**config.mk**
```make
export PLATFORM = sky130hd
export DESIGN_NAME = pu_cfg_bank
export DESIGN_NICKNAME = d
export VERILOG_FILES = /design/src/rtl/pu_cfg_pkg.sv /design/src/rtl/pu_cfg_decode.sv /design/src/rtl/pu_perm_codec.sv /design/src/rtl/pu_cfg_store.sv /design/src/rtl/pu_cfg_bank.sv
export SDC_FILE = /design/constraint.sdc
export NUM_CORES = 1
export LEC_CHECK = 0
export ABC_CLOCK_PERIOD_IN_PS = 2100
export CAP_MARGIN = 10
export CORE_ASPECT_RATIO = 1.1
export CORE_MARGIN = 1
export CORE_UTILIZATION = 40
export DETAILED_ROUTE_END_ITERATION = 10
export GPL_TIMING_DRIVEN = 1
export PLACE_DENSITY = 0.67
export SYNTH_ARGS = -nofsm -noshare
export SYNTH_HDL_FRONTEND = slang
export SYNTH_SLANG_ARGS = --single-unit
```
**constraint.sdc**
```tcl
create_clock -name clk -period 2.1 [get_ports clk]
set_input_delay 0.21 -clock clk [delete_from_list [all_inputs] [get_ports clk]]
set_output_delay 0.21 -clock clk [all_outputs]
set_load 0.01 [all_outputs]
```
**src/rtl/pu_cfg_pkg.sv**
```systemverilog
package pu_cfg_pkg;

  typedef enum logic [3:0] {
    SEL_NONE,
    SEL_CACHE_D,
    SEL_CACHE_I,
    SEL_WBUF,
    SEL_PERM_D_LEG,
    SEL_PERM_I_LEG,
    SEL_PERM_D_EXT,
    SEL_PERM_I_EXT,
    SEL_REGION
  } pu_sel_e;

  localparam logic [3:0] CRN_CACHE  = 4'd2;
  localparam logic [3:0] CRN_WBUF   = 4'd3;
  localparam logic [3:0] CRN_PERM   = 4'd5;
  localparam logic [3:0] CRN_REGION = 4'd6;

endpackage

```
**src/rtl/pu_cfg_decode.sv**
```systemverilog
module pu_cfg_decode
  import pu_cfg_pkg::*;
#(
  parameter int N_REGIONS = 8,
  parameter int IDX_W     = $clog2(N_REGIONS)
) (
  input  logic             clk,
  input  logic             rst_n,
  input  logic             en,
  input  logic [3:0]       crn,
  input  logic [3:0]       crm,
  input  logic [2:0]       op2,
  output pu_sel_e          sel,
  output logic [IDX_W-1:0] region_idx,
  output logic             undef
);

  always_comb begin
    sel        = SEL_NONE;
    undef      = 1'b0;
    region_idx = crm[IDX_W-1:0];
    if (en) begin
      unique case (crn)
        CRN_CACHE: begin
          if (op2 == 3'd0)      sel = SEL_CACHE_D;
          else if (op2 == 3'd1) sel = SEL_CACHE_I;
          else                  undef = 1'b1;
        end
        CRN_WBUF: sel = SEL_WBUF;
        CRN_PERM: begin
          unique case (op2)
            3'd0:    sel = SEL_PERM_D_LEG;
            3'd1:    sel = SEL_PERM_I_LEG;
            3'd2:    sel = SEL_PERM_D_EXT;
            3'd3:    sel = SEL_PERM_I_EXT;
            default: undef = 1'b1;
          endcase
        end
        CRN_REGION: begin
          if (int'(crm) < N_REGIONS) sel = SEL_REGION;
          else                       undef = 1'b1;
        end
        default: undef = 1'b1;
      endcase
    end
  end

  // cacheable registers only decode op2 0 and 1
  p_cache_op2_undef_r2: assert property (@(posedge clk) disable iff (!rst_n)
    (en && crn == CRN_CACHE && op2 > 3'd1) |-> undef);

  // out-of-range region numbers never select storage
  p_region_range_r7: assert property (@(posedge clk) disable iff (!rst_n)
    (en && crn == CRN_REGION && int'(crm) >= N_REGIONS) |-> (undef && sel == SEL_NONE));

  // tightly coupled memory region registers are not decoded
  p_tcm_undef_r8: assert property (@(posedge clk) disable iff (!rst_n)
    (en && crn == 4'd9 && crm == 4'd1) |-> undef);

endmodule

```
**src/rtl/pu_perm_codec.sv**
```systemverilog
module pu_perm_codec #(
  parameter int N_REGIONS = 8,
  parameter int FIELD_W   = 4,
  parameter int PACK_W    = 2,
  parameter int EXT_W     = N_REGIONS * FIELD_W,
  parameter int LEG_W     = N_REGIONS * PACK_W
) (
  input  logic [LEG_W-1:0] leg_in,
  input  logic [EXT_W-1:0] ext_in,
  output logic [EXT_W-1:0] ext_out,
  output logic [LEG_W-1:0] leg_out
);

  localparam int PAD_W = FIELD_W - PACK_W;

  for (genvar g = 0; g < N_REGIONS; g++) begin : g_field
    assign ext_out[g*FIELD_W +: FIELD_W] = {{PAD_W{1'b0}}, leg_in[g*PACK_W +: PACK_W]};
    assign leg_out[g*PACK_W +: PACK_W]   = ext_in[g*FIELD_W +: PACK_W];
  end

endmodule

```
**src/rtl/pu_cfg_store.sv**
```systemverilog
module pu_cfg_store
  import pu_cfg_pkg::*;
#(
  parameter int XLEN      = 32,
  parameter int N_REGIONS = 8,
  parameter int FIELD_W   = 4,
  parameter int PACK_W    = 2,
  parameter int PERM_W    = N_REGIONS * FIELD_W,
  parameter int IDX_W     = $clog2(N_REGIONS)
) (
  input  logic                      clk,
  input  logic                      rst_n,
  input  logic                      wr_en,
  input  pu_sel_e                   sel,
  input  logic [IDX_W-1:0]          region_idx,
  input  logic [XLEN-1:0]           wdata,
  input  logic [PERM_W-1:0]         perm_wdata_leg,
  output logic [XLEN-1:0]           cache_d,
  output logic [XLEN-1:0]           cache_i,
  output logic [XLEN-1:0]           wbuf,
  output logic [PERM_W-1:0]         perm_d,
  output logic [PERM_W-1:0]         perm_i,
  output logic [N_REGIONS*XLEN-1:0] regions
);

  function automatic logic [PERM_W-1:0] upper_mask();
    logic [PERM_W-1:0] m;
    m = '0;
    for (int i = 0; i < N_REGIONS; i++)
      for (int b = PACK_W; b < FIELD_W; b++)
        m[i*FIELD_W + b] = 1'b1;
    return m;
  endfunction

  localparam logic [PERM_W-1:0] UP_MASK = upper_mask();

  // clock enables
  logic we_cd, we_ci, we_wb, we_pd, we_pi;
  logic [N_REGIONS-1:0] we_rg;

  assign we_cd = wr_en && (sel == SEL_CACHE_D);
  assign we_ci = wr_en && (sel == SEL_CACHE_I);
  assign we_wb = wr_en && (sel == SEL_WBUF);
  assign we_pd = wr_en && (sel == SEL_PERM_D_LEG || sel == SEL_PERM_D_EXT);
  assign we_pi = wr_en && (sel == SEL_PERM_I_LEG || sel == SEL_PERM_I_EXT);

  logic [XLEN-1:0]   cd_q, ci_q, wb_q, cd_d, ci_d, wb_d;
  logic [PERM_W-1:0] pd_q, pi_q, pd_d, pi_d;
  logic [PERM_W-1:0] perm_src;

  assign perm_src = (sel == SEL_PERM_D_LEG || sel == SEL_PERM_I_LEG)
                    ? perm_wdata_leg : wdata[PERM_W-1:0];

  always_comb begin
    cd_d = we_cd ? wdata : cd_q;
    ci_d = we_ci ? wdata : ci_q;
    wb_d = we_wb ? wdata : wb_q;
    pd_d = we_pd ? perm_src : pd_q;
    pi_d = we_pi ? perm_src : pi_q;
  end

  always_ff @(posedge clk or negedge rst_n) begin
    if (!rst_n) begin
      cd_q <= '0;
      ci_q <= '0;
      wb_q <= '0;
      pd_q <= '0;
      pi_q <= '0;
    end else begin
      cd_q <= cd_d;
      ci_q <= ci_d;
      wb_q <= wb_d;
      pd_q <= pd_d;
      pi_q <= pi_d;
    end
  end

  for (genvar g = 0; g < N_REGIONS; g++) begin : g_region
    logic [XLEN-1:0] rg_q, rg_d;
    assign we_rg[g] = wr_en && (sel == SEL_REGION) && (region_idx == IDX_W'(g));
    always_comb rg_d = we_rg[g] ? wdata : rg_q;
    always_ff @(posedge clk or negedge rst_n) begin
      if (!rst_n) rg_q <= '0;
      else        rg_q <= rg_d;
    end
    assign regions[g*XLEN +: XLEN] = rg_q;
  end

  assign cache_d = cd_q;
  assign cache_i = ci_q;
  assign wbuf    = wb_q;
  assign perm_d  = pd_q;
  assign perm_i  = pi_q;

  // at most one region word is written per cycle
  p_region_we_onehot_r7: assert property (@(posedge clk) disable iff (!rst_n)
    $onehot0(we_rg));

  // a compact data write leaves the upper bits of every field clear
  p_leg_data_upper_clear_r4: assert property (@(posedge clk) disable iff (!rst_n)
    (wr_en && sel == SEL_PERM_D_LEG) |=> ((pd_q & UP_MASK) == '0));

  // same for the instruction word
  p_leg_insn_upper_clear_r4: assert property (@(posedge clk) disable iff (!rst_n)
    (wr_en && sel == SEL_PERM_I_LEG) |=> ((pi_q & UP_MASK) == '0));

  // write buffer word holds without a write
  p_wbuf_hold_r3: assert property (@(posedge clk) disable iff (!rst_n)
    !(wr_en && sel == SEL_WBUF) |=> $stable(wb_q));

endmodule

```
**src/rtl/pu_cfg_bank.sv**
```systemverilog
module pu_cfg_bank
  import pu_cfg_pkg::*;
#(
  parameter int XLEN      = 32,
  parameter int N_REGIONS = 8,
  parameter int FIELD_W   = 4,
  parameter int PACK_W    = 2
) (
  input  logic                      clk,
  input  logic                      rst_n,
  input  logic                      acc_en,
  input  logic                      acc_wr,
  input  logic [3:0]                acc_crn,
  input  logic [3:0]                acc_crm,
  input  logic [2:0]                acc_op2,
  input  logic [XLEN-1:0]           acc_wdata,
  output logic [XLEN-1:0]           acc_rdata,
  output logic                      acc_undef,
  output logic [XLEN-1:0]           cache_data_o,
  output logic [XLEN-1:0]           cache_insn_o,
  output logic [XLEN-1:0]           wbuf_o,
  output logic [N_REGIONS*FIELD_W-1:0] perm_data_o,
  output logic [N_REGIONS*FIELD_W-1:0] perm_insn_o,
  output logic [N_REGIONS*XLEN-1:0] region_o
);

  localparam int PERM_W = N_REGIONS * FIELD_W;
  localparam int LEG_W  = N_REGIONS * PACK_W;
  localparam int IDX_W  = $clog2(N_REGIONS);

  pu_sel_e          sel;
  logic [IDX_W-1:0] region_idx;
  logic             undef_c;
  logic             wr_en;

  pu_cfg_decode #(.N_REGIONS(N_REGIONS), .IDX_W(IDX_W)) u_decode (
    .clk        (clk),
    .rst_n      (rst_n),
    .en         (acc_en),
    .crn        (acc_crn),
    .crm        (acc_crm),
    .op2        (acc_op2),
    .sel        (sel),
    .region_idx (region_idx),
    .undef      (undef_c)
  );

  assign wr_en = acc_en && acc_wr && !undef_c;

  logic [PERM_W-1:0] perm_ext_wr;
  logic [PERM_W-1:0] perm_rd_src;
  logic [LEG_W-1:0]  perm_leg_rd;

  assign perm_rd_src = (sel == SEL_PERM_I_LEG) ? perm_insn_o : perm_data_o;

  pu_perm_codec #(
    .N_REGIONS (N_REGIONS),
    .FIELD_W   (FIELD_W),
    .PACK_W    (PACK_W)
  ) u_codec (
    .leg_in  (acc_wdata[LEG_W-1:0]),
    .ext_in  (perm_rd_src),
    .ext_out (perm_ext_wr),
    .leg_out (perm_leg_rd)
  );

  pu_cfg_store #(
    .XLEN      (XLEN),
    .N_REGIONS (N_REGIONS),
    .FIELD_W   (FIELD_W),
    .PACK_W    (PACK_W),
    .IDX_W     (IDX_W)
  ) u_store (
    .clk            (clk),
    .rst_n          (rst_n),
    .wr_en          (wr_en),
    .sel            (sel),
    .region_idx     (region_idx),
    .wdata          (acc_wdata),
    .perm_wdata_leg (perm_ext_wr),
    .cache_d        (cache_data_o),
    .cache_i        (cache_insn_o),
    .wbuf           (wbuf_o),
    .perm_d         (perm_data_o),
    .perm_i         (perm_insn_o),
    .regions        (region_o)
  );

  // read path: next state
  logic [XLEN-1:0] rd_d, rd_q;
  logic            ud_d, ud_q;

  always_comb begin
    rd_d = '0;
    ud_d = acc_en && undef_c;
    if (acc_en && !acc_wr && !undef_c) begin
      unique case (sel)
        SEL_CACHE_D:    rd_d = cache_data_o;
        SEL_CACHE_I:    rd_d = cache_insn_o;
        SEL_WBUF:       rd_d = wbuf_o;
        SEL_PERM_D_LEG,
        SEL_PERM_I_LEG: rd_d[LEG_W-1:0] = perm_leg_rd;
        SEL_PERM_D_EXT: rd_d[PERM_W-1:0] = perm_data_o;
        SEL_PERM_I_EXT: rd_d[PERM_W-1:0] = perm_insn_o;
        SEL_REGION:     rd_d = region_o[region_idx*XLEN +: XLEN];
        default:        rd_d = '0;
      endcase
    end
  end

  always_ff @(posedge clk or negedge rst_n) begin
    if (!rst_n) begin
      rd_q <= '0;
      ud_q <= 1'b0;
    end else begin
      rd_q <= rd_d;
      ud_q <= ud_d;
    end
  end

  assign acc_rdata = rd_q;
  assign acc_undef = ud_q;

  // an undefined access returns zero data
  p_undef_zero_data_r9: assert property (@(posedge clk) disable iff (!rst_n)
    acc_undef |-> (acc_rdata == '0));

  // an undefined access leaves the stored state untouched
  p_undef_keeps_state_r9: assert property (@(posedge clk) disable iff (!rst_n)
    acc_undef |-> ($stable(perm_data_o) && $stable(perm_insn_o) && $stable(wbuf_o)
                   && $stable(cache_data_o) && $stable(cache_insn_o) && $stable(region_o)));

  // no access means a quiet response
  p_idle_quiet_r10: assert property (@(posedge clk) disable iff (!rst_n)
    !acc_en |=> (acc_rdata == '0 && !acc_undef));

  // writes return zero read data
  p_write_zero_data_r10: assert property (@(posedge clk) disable iff (!rst_n)
    (acc_en && acc_wr) |=> (acc_rdata == '0));

  // compact read with op2=1 reflects the instruction word
  p_leg_insn_read_r5: assert property (@(posedge clk) disable iff (!rst_n)
    (acc_en && !acc_wr && acc_crn == CRN_PERM && acc_op2 == 3'd1)
      |=> (acc_rdata[PACK_W-1:0] == $past(perm_insn_o[PACK_W-1:0])));

endmodule

```
; ---- Word-level counts from Yosys, hierarchy flattened
; Cells that the tools add are included.
[classes]
shifts = 1
n_reduce_logical = 28
n_eq_ne = 22
magnitude_cmp = 1
mux = 17
[op_table]
columns = operator, n
row1 = $shiftx 256x9->32, 1
row2 = $pmux 16 s7, 1
row3 = $pmux 16 s6, 1
row4 = $mux 32, 2
row5 = $mux 30, 1
row6 = $eq 4x3->1 const B, 6
row7 = $logic_and 1x1->1, 19
row8 = $eq 4x2->1 const B, 4
row9 = $pmux 4 s4, 1
row10 = $eq 3x2->1 const B, 4
row11 = $eq 3x3->1 const B, 4
row12 = $mux 4, 3
row13 = $pmux 3 s4, 1
row14 = $eq 3x1->1 const B, 2
row15 = $logic_not 3->1, 2
row16 = $mux 1, 5
row17 = $eq 4x1->1 const B, 1
row18 = $eq 4x4->1 const B, 1
row19 = $lt 4x4->1 const B, 1
row20 = $pmux 1 s4, 1
row21 = $reduce_or 4->1, 1
row22 = $logic_or 1x1->1, 3
row23 = $logic_not 1->1, 2
row24 = $mux 2, 1
row25 = $reduce_or 2->1, 1
[word_totals]
regBits = 449
input_bits = 47
output_inout_bits = 449
elab_cells = 84

; ---- Depth between registers and ports, before layout
[depth]
word_depth = 9
depth_mapped = 11
ltp_nobuf = 7

; ---- By module
; Synthesis repeated with hierarchy kept, for this count alone.
[hier_totals]
cells_unflattened = 1565
hier_area_um2 = 20968.9
[modules_own_cells]
columns = mod, seq_area_each_um2, cells_per_inst, n_inst, area_per_inst_um2
row1 = pu_cfg_store, 10410.0, 1037, 1, 15982.8
row2 = pu_cfg_bank, 825.8, 451, 1, 4413.0
row3 = pu_perm_codec, 0.0, 49, 1, 364.1
row4 = pu_cfg_decode, 0.0, 28, 1, 209.0

; ---- Worst setup path after synthesis
; Ideal clock, no wire load.
[synth_path]
path_kind = input port to flip-flop
from = in acc_crm[3]
to = reg u_store.g_region[1].rg_q[10]
setup_time_ns = 0.125
path_buffers = 2
required_time_ns = 1.975
arrival_time_ns = 2.032
path_slack_ns = -0.057
stages = 9
path_cell_list = nor2b_1 -> a22o_1 -> a21oi_1 -> and3_1 -> buf_4 -> nand3_2 -> nor3b_2 -> buf_4 -> mux2_2
[synth_between]
elab_chain_cells = 8
elab_cells_between_ends = 12
classes_between = order compare: 1 / eq/ne: 1 / mux: 6 / reduce/logical: 4
[synth_lines]
columns = element, line_no
row1 = from (decl), pu_cfg_bank.sv:14  ; input logic [3:0] acc_crm,
row2 = $lt 4x4->1 *, pu_cfg_decode.sv:40  ; if (int'(crm) < N_REGIONS) sel = SEL_REGION;
row3 = "parallel branches: the longest is 5 deep, another holds $mux 4", --
row4 = $logic_and 1x1->1 * (2 in series), pu_cfg_store.sv:80  ; assign we_rg[g] = wr_en && (sel == SEL_REGION) && (region_idx == IDX_W'(g));
row5 = to (signal assigned), pu_cfg_store.sv:84  ; else rg_q <= rg_d;
row6 = to (decl), pu_cfg_store.sv:79  ; logic [XLEN-1:0] rg_q, rg_d;
; Every way passes the cells marked *.
; A chain may end at the register's enable or synchronous reset.

; ---- Worst setup path after layout
[layout_path]
from = in acc_op2[2]
to = reg rd_q[11], in the netlist acc_rdata[11]
[layout_between]
elab_chain_cells = 9
elab_cells_between_ends = 29
classes_between = eq/ne: 11 / mux: 13 / reduce/logical: 5
[layout_lines]
columns = element, line_no
row1 = from (decl), pu_cfg_bank.sv:15  ; input logic [2:0] acc_op2,
row2 = $eq 3x1->1, "pu_cfg_decode.sv:26, pu_cfg_decode.sv:31"
row3 = $mux 2, pu_cfg_decode.sv:26  ; else if (op2 == 3'd1) sel = SEL_CACHE_I;
row4 = $mux 4, pu_cfg_decode.sv:25  ; if (op2 == 3'd0) sel = SEL_CACHE_D;
row5 = $pmux 4 s4, pu_cfg_decode.sv:23  ; unique case (crn)
row6 = $mux 4, pu_cfg_decode.sv:22  ; if (en) begin
row7 = "$eq 4x3->1, on equally long branches", "pu_cfg_bank.sv:54, pu_cfg_bank.sv:97"
row8 = $mux 30 or $reduce_or 2->1 (tied branches), "pu_cfg_bank.sv:54, pu_cfg_bank.sv:97"
row9 = $pmux 16 s7, pu_cfg_bank.sv:97  ; unique case (sel)
row10 = $mux 32 *, pu_cfg_bank.sv:96  ; if (acc_en && !acc_wr && !undef_c) begin
row11 = via rd_d[11], pu_cfg_bank.sv:90  ; logic [XLEN-1:0] rd_d, rd_q;
row12 = to (signal assigned), pu_cfg_bank.sv:116  ; rd_q <= rd_d;
row13 = to (decl), pu_cfg_bank.sv:90
; Mark *: on every way through the listed nets, which the timed path passes. The rest lies on a longest branch.

==> run metrics <==
most frequent CP cell=buf_4; DP Worst Slack=-893.2 ps; H-Tree Depth=2; most used flip-flop cell after synthesis=dfrtp_1; GPL Wtd Cong=0.9422; Netlist Area Pre-Place=0.02018 mm^2; Detailed Route Iter0 Violations=1262; min-delay worst type=in -> async; CTS tree=built; die span in y=237.6 um; fmax=497.2 MHz; die extent in x=216.2 um; Worst-Skew Late Latency=580 ps; row count=85; initial antenna violation count=3; share of layout cells above drive strength 1=0.3098; Synth Net Count=1577; Setup CP Type=in -> reg; final setup margin=88.68 ps; Cell Count, Final, Fillers Out=2812; Worst path max stage delay=550 ps; largest net degree at the start of global routing=61; Synth Area per Inst=13.19 um^2; status=complete, no violations; CP Launch Type=primary input; # DRC=0; Area growth, synth to finish=43.09%; Power Dens Cells=626.8 mW/mm^2; worst r2r src=u_store.g_region[0].rg_q[29]; FF-to-FF setup slack=130 ps; vias in the first global route=16309; FFs w/ async S/R, synth=1.000; io pins=496; Yosys reg bits=449; Buf/Inv on CP=6; count of cell types in the netlist=49; IR Drop Worst-Case VDD=0.4737 mV; footprint of the multi-input gates=0.008504 mm^2; Sink Count=449; Clock Path Buffers=3; most frequent cells after synthesis=dfrtp_1 (449), mux2_2 (307), nand2_1 (172), clkbuf_1 (80), a21oi_1 (79); GRT overflow=0; first-pass GRT wire length=112100 um; R2R Path End=acc_rdata[29]; number of max-cap violations=0; port bufs=495; largest area contributor in the netlist=dfrtp_1; top post-synthesis cells by area=dfrtp_1 (56%), mux2_2 (17%), mux4_2 (7.1%); Worst Path Arrival=2490 ps; worst-path cell chain=clkdlybuf4s50_1, buf_4, and2b_2, buf_4, a2bb2oi_4, buf_4, nand2_1, a21oi_1, buf_4, a221oi_1, buf_4, a31oi_2; top-count cell post-synth=dfrtp_1; fin crit share=0.9578; crit path time final=2011 ps; RSZ-0062 raised after global routing=false; slew margin rel.=0.4973; clock slew at reported path FFs=60 ps; CTS Root Cell=clkbuf_16; Core Area=0.04935 mm^2; Reg2Reg Depth=8; # fillers=3980; Final setup violation count=0; post-synth top area share=0.5568; DR vias/cell=5.642; Initial Util=0.4089; post-synthesis cell count=1530; total CTS buffers=48; Vias=15865; post-route ant nets=0; drt wl/cell=27.30 um; final count of pins violating max slew=0; EDFF count, synth=0; leakage power=13.16 nW; register area=0.01124 mm^2; worst-path maximum fanout=6; die footprint=0.05135 mm^2; synth warn=0; First-pass DRT Iterations=5; Setup crit end kind=flip-flop; Final nets=2171; Crit path required time=2580 ps; sequential area share after synthesis=0.5568; CP max-delay cell=clkdlybuf4s50_1; GR Util All Layers=0.2965; hpwl dp=56400 um; Cells after DPL=2716; Slew @ Worst Pin=751.7 ps; skew final=13.35 ps; CP top delay family=buffers and inverters; wirelength, routed=76780 um; final hold viol count=0
==> power by group <==
part           internal (mW)  leakage (nW)  switching [mW]  total (mW)
sequential              8.71          6.27          0.0531        8.76
combinational          0.439          6.15           0.672        1.11
clock                   4.74         0.748            3.49        8.23
==> cell type report <==
class	instances	area share
Antenna cell	4	0.0003467
Clock buffer	73	0.05044
Clock inverter	9	0.001647
Inverter	3	0.0003900
Multi-Input combinational cell	943	0.2945
Sequential cell	449	0.3891
Tap cell	652	0.02825
Timing Repair Buffer	679	0.2353
==> worst max path at each step <==
stage / from / endpoint / slack [ps] / cells past startpoint
floorplan: acc_crm[3] / u_store.g_region[0].rg_q[10] / -30 / 9
global placement: acc_crm[3] / u_store.g_region[1].rg_q[27] / -830 / 9
detailed placement: acc_crn[0] / u_store.g_region[1].rg_q[25] / -890 / 9
CTS: acc_crn[3] / acc_rdata[11] / 5 / 12
global route: u_store.g_region[4].rg_q[17] / acc_rdata[17] / 7 / 4
finish: acc_op2[2] / acc_rdata[11] / 90 / 12
==> timing repair <==
item / CTS / global route
gates resized for setup: 18 / 16
setup buffers: 3 / 6
pin swaps: 3 / 6
hold buffers: 1 / 0
endpoints found under the hold margin: 144 / 0
setup endpoints to repair: 292 / 376
gates cloned: 1 / 0
==> placed cells by master, fill, tap and decap left out, types with 8 or more instances in the layout <==
master           instances
clkinv_2                 8
clkbuf_8                14
o22ai_1                 10
a31oi_1                 15
a21oi_1                 73
buf_4                  145
mux2_1                  51
dfrtp_1                449
clkbuf_1                10
a22o_1                  16
mux2i_1                 33
nand3_1                 17
mux2_2                 307
nand2_1                168
a22oi_1                 14
clkdlybuf4s50_1        487
mux4_2                  64
clkbuf_16               49
buf_12                  33
nor2_1                  13
o21ai_0                 77
and3_1                   8
==> per-stage QoR <==
| stage | total power, mW | setup TNS [ps] | hold slack (ps) | utilization | cell area (um^2) |
|---|---|---|---|---|---|
| after floorplan | 9.257 | -2616 | -85.59 | - | 20200 |
| after detailed placement | 10.02 | -285760 | 183.6 | 0.5501 | 27150 |
| final | 18.10 | 0 | 161.3 | 0.5851 | 28880 |
| after global routing | 18.67 | 0 | 182.2 | 0.5850 | 28870 |
| after global placement | 9.999 | -271690 | 183.1 | 0.5501 | 27150 |
| after CTS | 18.24 | 0 | 158.8 | 0.5832 | 28780 |
==> registers in the layout, summed over array words and instances (netlist names) <==
| signal | count |
|---|---|
| u_store.cache_i | 32 |
| acc_undef | 1 |
| u_store.wbuf | 32 |
| u_store.g_region.rg_q | 256 |
| acc_rdata | 32 |
| u_store.cache_d | 32 |
| u_store.perm_d | 32 |
| u_store.perm_i | 32 |
==> per-layer routing <==
metal	vias up	share of wire	global-route usage
met1	8258	0.41	0.3887
met4	0	0.051	0.1447
li1	6742	-	-
met2	687	0.47	0.4622
met5	-	0	0
met3	178	0.074	0.06999
==> kinds of logic (layout without fill, tap and decap cells) <==
group | after synthesis | count (layout) | synth area share
AO/OA/AOI/OAI | 239 | 239 | 0.07038
buffers and inverters | 138 | 764 | 0.02982
flip-flops | 449 | 449 | 0.5568
multiplexers | 455 | 455 | 0.2876
other | 0 | 4 | 0
AND/OR/NAND/NOR | 249 | 249 | 0.05543
No activity file was read; power rests on OpenSTA's default activity.
